===== src/rtl/sdram_mode_pkg.sv =====
package sdram_mode_pkg;

  typedef struct packed {
    logic ctrlWr;
    logic modeWr;
    logic issue;
  } cmdStrobe_t;

  typedef enum logic [1:0] {
    BANK_LMR      = 2'b00,
    BANK_LEMR_STD = 2'b01,
    BANK_LEMR_MOB = 2'b10,
    BANK_RSVD     = 2'b11
  } bankSel_t;

endpackage


===== src/rtl/sdram_mode_ctrl.sv =====
module sdram_mode_ctrl
  import sdram_mode_pkg::*;
(
  input  logic       clk,
  input  logic       rstN,
  input  logic       regWrEn,
  input  logic       regSel,
  input  logic       trigBit,
  input  logic [1:0] bankWr,
  input  logic       modeEn,
  input  logic       cke,
  output cmdStrobe_t strobe,
  output logic       busy
);

  bankSel_t bankSel;

  always_comb begin
    bankSel       = bankSel_t'(bankWr);
    strobe.ctrlWr = regWrEn && !regSel;
    strobe.modeWr = regWrEn && regSel && modeEn;
    strobe.issue  = strobe.modeWr && cke && trigBit && (bankSel != BANK_RSVD) && !busy;
  end

  always_ff @(posedge clk) begin
    if (!rstN) busy <= 1'b0;
    else       busy <= strobe.issue;
  end

  AST_BUSY_PULSE: assert property (@(posedge clk) disable iff (!rstN)
    busy |=> !busy);

  AST_LOCK_NO_ISSUE: assert property (@(posedge clk) disable iff (!rstN)
    !modeEn |=> !busy);

endmodule


===== src/rtl/sdram_mode_dp.sv =====
module sdram_mode_dp
  import sdram_mode_pkg::*;
#(
  parameter int DATA_W = 32,
  parameter int ADDR_W = 12,
  parameter int NUM_CS = 2
) (
  input  logic              clk,
  input  logic              rstN,
  input  cmdStrobe_t        strobe,
  input  logic              regSel,
  input  logic [1:0]        ctrlBits,
  input  logic [1:0]        bankWr,
  input  logic [ADDR_W-1:0] addrWr,
  input  logic              busy,
  output logic              modeEn,
  output logic              cke,
  output logic [DATA_W-1:0] rdData,
  output logic              memCke,
  output logic [NUM_CS-1:0] memCsN,
  output logic              memRasN,
  output logic              memCasN,
  output logic              memWeN,
  output logic [1:0]        memBa,
  output logic [ADDR_W-1:0] memAddr
);

  localparam int BA_LSB   = DATA_W - 2;
  localparam int ADDR_LSB = BA_LSB - ADDR_W;
  localparam int BUSY_BIT = DATA_W - 3;

  logic [1:0]        modeBa;
  logic [ADDR_W-1:0] modeAddr;
  logic [1:0]        issBa;
  logic [ADDR_W-1:0] issAddr;

  always_ff @(posedge clk) begin
    if (!rstN) begin
      modeEn   <= 1'b0;
      cke      <= 1'b0;
      modeBa   <= '0;
      modeAddr <= '0;
      issBa    <= '0;
      issAddr  <= '0;
    end else begin
      if (strobe.ctrlWr) {modeEn, cke} <= ctrlBits;
      if (strobe.modeWr) begin
        modeBa   <= bankWr;
        modeAddr <= addrWr;
      end
      if (strobe.issue) begin
        issBa   <= bankWr;
        issAddr <= addrWr;
      end
    end
  end

  always_comb begin
    rdData = '0;
    if (regSel) begin
      rdData[DATA_W-1 -: 2]     = modeBa;
      rdData[ADDR_LSB +: ADDR_W] = modeAddr;
    end else begin
      rdData[DATA_W-1] = modeEn;
      rdData[DATA_W-2] = cke;
      rdData[BUSY_BIT] = busy;
    end
  end

  assign memCke  = cke;
  assign memCsN  = busy ? '0 : '1;
  assign memRasN = !busy;
  assign memCasN = !busy;
  assign memWeN  = !busy;
  assign memBa   = busy ? issBa : '0;
  assign memAddr = busy ? issAddr : '0;

  AST_CMD_ONE_CYCLE: assert property (@(posedge clk) disable iff (!rstN)
    !memRasN |=> memRasN);

  AST_CS_TOGETHER: assert property (@(posedge clk) disable iff (!rstN)
    ((memCsN == '0) || (memCsN == '1)) && (memCsN[0] == memRasN)
    && (memRasN == memCasN) && (memCasN == memWeN));

  AST_CMD_NEEDS_CKE: assert property (@(posedge clk) disable iff (!rstN)
    !memRasN |-> memCke && modeEn);

  AST_NO_RSVD_BANK: assert property (@(posedge clk) disable iff (!rstN)
    !memRasN |-> memBa != 2'b11);

  AST_LOCKED_HOLD: assert property (@(posedge clk) disable iff (!rstN)
    $past(!modeEn) |-> $stable(modeBa) && $stable(modeAddr));

  AST_IDLE_NOP: assert property (@(posedge clk) disable iff (!rstN)
    memRasN |-> (memBa == '0) && (memAddr == '0) && (memCsN == '1));

endmodule


===== src/rtl/sdram_mode_cmd.sv =====
module sdram_mode_cmd
  import sdram_mode_pkg::*;
#(
  parameter int DATA_W = 32,
  parameter int ADDR_W = 12,
  parameter int NUM_CS = 2
) (
  input  logic              clk,
  input  logic              rstN,
  input  logic              regWrEn,
  input  logic              regSel,
  input  logic [DATA_W-1:0] regWrData,
  output logic [DATA_W-1:0] regRdData,
  output logic              memCke,
  output logic [NUM_CS-1:0] memCsN,
  output logic              memRasN,
  output logic              memCasN,
  output logic              memWeN,
  output logic [1:0]        memBa,
  output logic [ADDR_W-1:0] memAddr
);

  localparam int BA_LSB   = DATA_W - 2;
  localparam int ADDR_LSB = BA_LSB - ADDR_W;
  localparam int TRIG_BIT = ADDR_LSB - 2;

  cmdStrobe_t strobe;
  logic       busy;
  logic       modeEn;
  logic       cke;
  logic       unusedWrBits;

  assign unusedWrBits = ^{regWrData[ADDR_LSB-1], regWrData[TRIG_BIT-1:0]};

  sdram_mode_ctrl u_ctrl (
    .clk     (clk),
    .rstN    (rstN),
    .regWrEn (regWrEn),
    .regSel  (regSel),
    .trigBit (regWrData[TRIG_BIT]),
    .bankWr  (regWrData[DATA_W-1 -: 2]),
    .modeEn  (modeEn),
    .cke     (cke),
    .strobe  (strobe),
    .busy    (busy)
  );

  sdram_mode_dp #(
    .DATA_W (DATA_W),
    .ADDR_W (ADDR_W),
    .NUM_CS (NUM_CS)
  ) u_dp (
    .clk      (clk),
    .rstN     (rstN),
    .strobe   (strobe),
    .regSel   (regSel),
    .ctrlBits (regWrData[DATA_W-1 -: 2]),
    .bankWr   (regWrData[DATA_W-1 -: 2]),
    .addrWr   (regWrData[ADDR_LSB +: ADDR_W]),
    .busy     (busy),
    .modeEn   (modeEn),
    .cke      (cke),
    .rdData   (regRdData),
    .memCke   (memCke),
    .memCsN   (memCsN),
    .memRasN  (memRasN),
    .memCasN  (memCasN),
    .memWeN   (memWeN),
    .memBa    (memBa),
    .memAddr  (memAddr)
  );

endmodule


===== config.mk =====
export PLATFORM = sky130hd
export DESIGN_NAME = sdram_mode_cmd
export DESIGN_NICKNAME = d
export VERILOG_FILES = /design/src/rtl/sdram_mode_pkg.sv /design/src/rtl/sdram_mode_ctrl.sv /design/src/rtl/sdram_mode_dp.sv /design/src/rtl/sdram_mode_cmd.sv
export SDC_FILE = /design/constraint.sdc
export NUM_CORES = 1
export LEC_CHECK = 0
export BUFFER_PORTS_ARGS = -buffer_cell sky130_fd_sc_hd__buf_2
export CORE_MARGIN = 2
export CORE_UTILIZATION = 40
export DETAILED_ROUTE_END_ITERATION = 7
export PLACE_DENSITY_LB_ADDON = 0.25
export SLEW_MARGIN = 0
export SYNTH_ARGS = -nofsm -noshare
export SYNTH_HDL_FRONTEND = slang
export SYNTH_HIERARCHICAL = 1
export SYNTH_SLANG_ARGS = --single-unit

===== constraint.sdc =====
create_clock -name clk -period 2.15 [get_ports clk]
set_clock_uncertainty 0.2 [all_clocks]
set_input_delay 0.1075 -clock clk [delete_from_list [all_inputs] [get_ports clk]]
set_output_delay 0.1075 -clock clk [all_outputs]
set_load 0.03 [all_outputs]

==> metrics.cfg <==
[final_layout]
final_common_cell=buf_2
drive_gt1_share_pct=30.4
fin_nets=259
nFillCells=406
final_cell_mix=52 x buf_2, 31 x nor2b_1, 31 x dfxtp_1
area_growth_syn_to_layout_pct=25.7
antenna_cells=0
post-route-util_pct=51.5
stdcell_area_sq_um=2030
fin_cells=274

[synth]
synthCells=161
ys_warn_count=6
synth_top_area_cell=dfxtp_1
ys_seq_elements=31
synth_cell_types=18
synth_mux_area_share_pct=20.0
synth_simple_gate_area_share_pct=23.5
synth_top_family_by_area=simple AND/OR/NAND/NOR gates
netlist.area_leader.share_pct=38.4
synth_compound_area_share_pct=1.70
seq_area_frac_synth_pct=38.4
synth_xor_area_share_pct=0
synth_area_sq_um=1620
synth_area_leaders=dfxtp_1 38%, mux2i_1 19%, nor2b_1 12%
syn_avg_cell_area_sq_um=10.0
synth_fa_ha_area_share_pct=0

[route]
firstDrtPassIters=4
wl_um=3180
ant_nets=0
drt_iter0_drc=39
viasPerCell=4.24
remaining_drc_errors=0
wl_per_cell_um=11.6
dr_total_vias=1163

[grt]
grt_overflow_total=0
grt_pass1_wl_um=5220
grt_pass1_vias=1117
antenna_found_initial=0
grtUsageTotal_pct=15.5
grt_max_degree=32

[floorplan]
coreArea_sq_um=3940
ioPinCount=88
rows=23
fp.dieW_um=67.6
start_util_pct=41.0
dieArea_sq_um=4570
die_y_um=67.6

[setup_path]
critPathMaxFanout=14
critPathKind=flop to flop
cp_data_arrival_time_ns=1.62
r2r_slack_ns=0.50
slowest_delay_ns=0.36
crit_chain=nand4_1, a211oi_4, buf_4, mux2i_1, nor2b_1
start_kind=flop
cp-end-kind=flop
crit_path_top_delay_cell=dfxtp_1
ff2ff_path_depth=5
worstReg2RegStart=u_dp/modeEn
critPathLaunch=u_dp/modeEn
timing.rr.end=u_dp/issAddr[5]
worstPathRequired_ns=2.12

[timing]
finalHoldViolations=0
finalCritPeriodShare_pct=76.7
rsz0062_at_grt=false
fmax_ghz=0.607
drv_slew=0
tns_ns=0
setup-violations-final=0
period_minus_slack_ns=1.65

[power_and_ir_drop]
power_leakage_nw=0.866
vdd_drop_max_mv=0.376
powerDensity_nw_per_um2=599

[clocking]
clock_latency_ns=0.28
clock-sinks=31
postCtsSetupRepairBufs=0
cts_resized=0
clockBufferDepth=2
cts_tree=yes
cts_root_buf=clkbuf_8
numCtsBuffers=5
clk_pin_slew_ns=0.06
ctsHtreeMaxLevel=2

[worst_hold_path]
min_to=u_dp/cke
holdCritPathClass=input port to flop
min_path_cells=3
holdCritStartpoint=regWrData[30]

[placed_design]
port_buffers=52
post-dp-hpwl_um=2080
dpl.cell_count=252
place_area_sq_um=1790
gp_congestion=0.636

[run]
maxCapViolations=0

[status]
outcome=complete, no violations

-- sequential cells by signal, indices dropped and copies added, names as in the netlist --
name	flops
u_dp/modeAddr	12
u_dp/cke	1
u_ctrl/busy	1
u_dp/issAddr	12
u_dp/issBa	2
u_dp/modeBa	2
u_dp/modeEn	1
-- worst max path at each step --
stage                     cells after the start              end
after CTS                                     5  u_dp/issAddr[5]
final                                         5  u_dp/issAddr[5]
after floorplan                               2    regRdData[29]
after detailed placement                      6  u_dp/issAddr[5]
after global placement                        6  u_dp/issAddr[8]
after global routing                          5  u_dp/issAddr[3]
-- per-layer routing --
layer	track usage, %	up-vias	wire length, um
met4	6.89	0	48
met3	4.67	5	266
met2	23.3	51	1280
li1	-	598	-
met5	0	-	0
met1	20.3	509	1580
-- area by class of cell --
class                           count  area, sq um  area share (%)
Clock buffer                        8          100            4.93
Inverter                            2         7.51           0.369
Multi-Input combinational cell    113          811            39.9
Sequential cell                    31          621            30.5
Tap cell                           50         62.6            3.08
Timing Repair Buffer               70          430            21.2
-- cell families (layout without fill, tap and decap cells) --
logic type / after synthesis / after routing
mux: 32 / 32
buf+inv: 34 / 80
simple gates: 60 / 60
flops: 31 / 31
other cells: 1 / 18
compound gates: 3 / 3
-- synthesized netlist by cell type (all sizes together) --
library cell and instances:
dfxtp 31, nor2b 31, mux2i 30, buf 27
and2 25, clkbuf 5, inv 2, mux2 2
a2111oi 1, a211oi 1, and3 1, conb 1
nand2 1, nand2b 1, nand4 1, o21ai 1
-- worst max-delay path: cells and delay by family, from the launching register on --
kind,cells,cell delay [ns]
flops,1,0.36
mux,1,0.22
buf+inv,1,0.29
compound gates,1,0.20
simple gates,2,0.26
-- metrics by stage --
stage / hold slack (ns) / setup slack (ns) / total power, W
floorplan: -0.00387 / 0.539 / 0.000704
global placement: 0.188 / 0.403 / 0.000713
detailed placement: 0.194 / 0.392 / 0.000713
CTS: 0.00528 / 0.493 / 0.00123
global route: 0.0245 / 0.362 / 0.00128
finish: 0.0124 / 0.502 / 0.00122
-- repair_timing --
item,CTS,global route
setup endpoints to repair,0,0
hold buffers,14,0
endpoints found under the hold margin,27,0
-- report_power, final --
| part | total, W | internal, W | switching (W) |
|---|---|---|---|
| sequential | 0.000583 | 0.000580 | 0.00000359 |
| clock | 0.000500 | 0.000292 | 0.000208 |
| combinational | 0.000134 | 0.0000492 | 0.0000852 |
No activity file was read; power rests on OpenSTA's default activity.
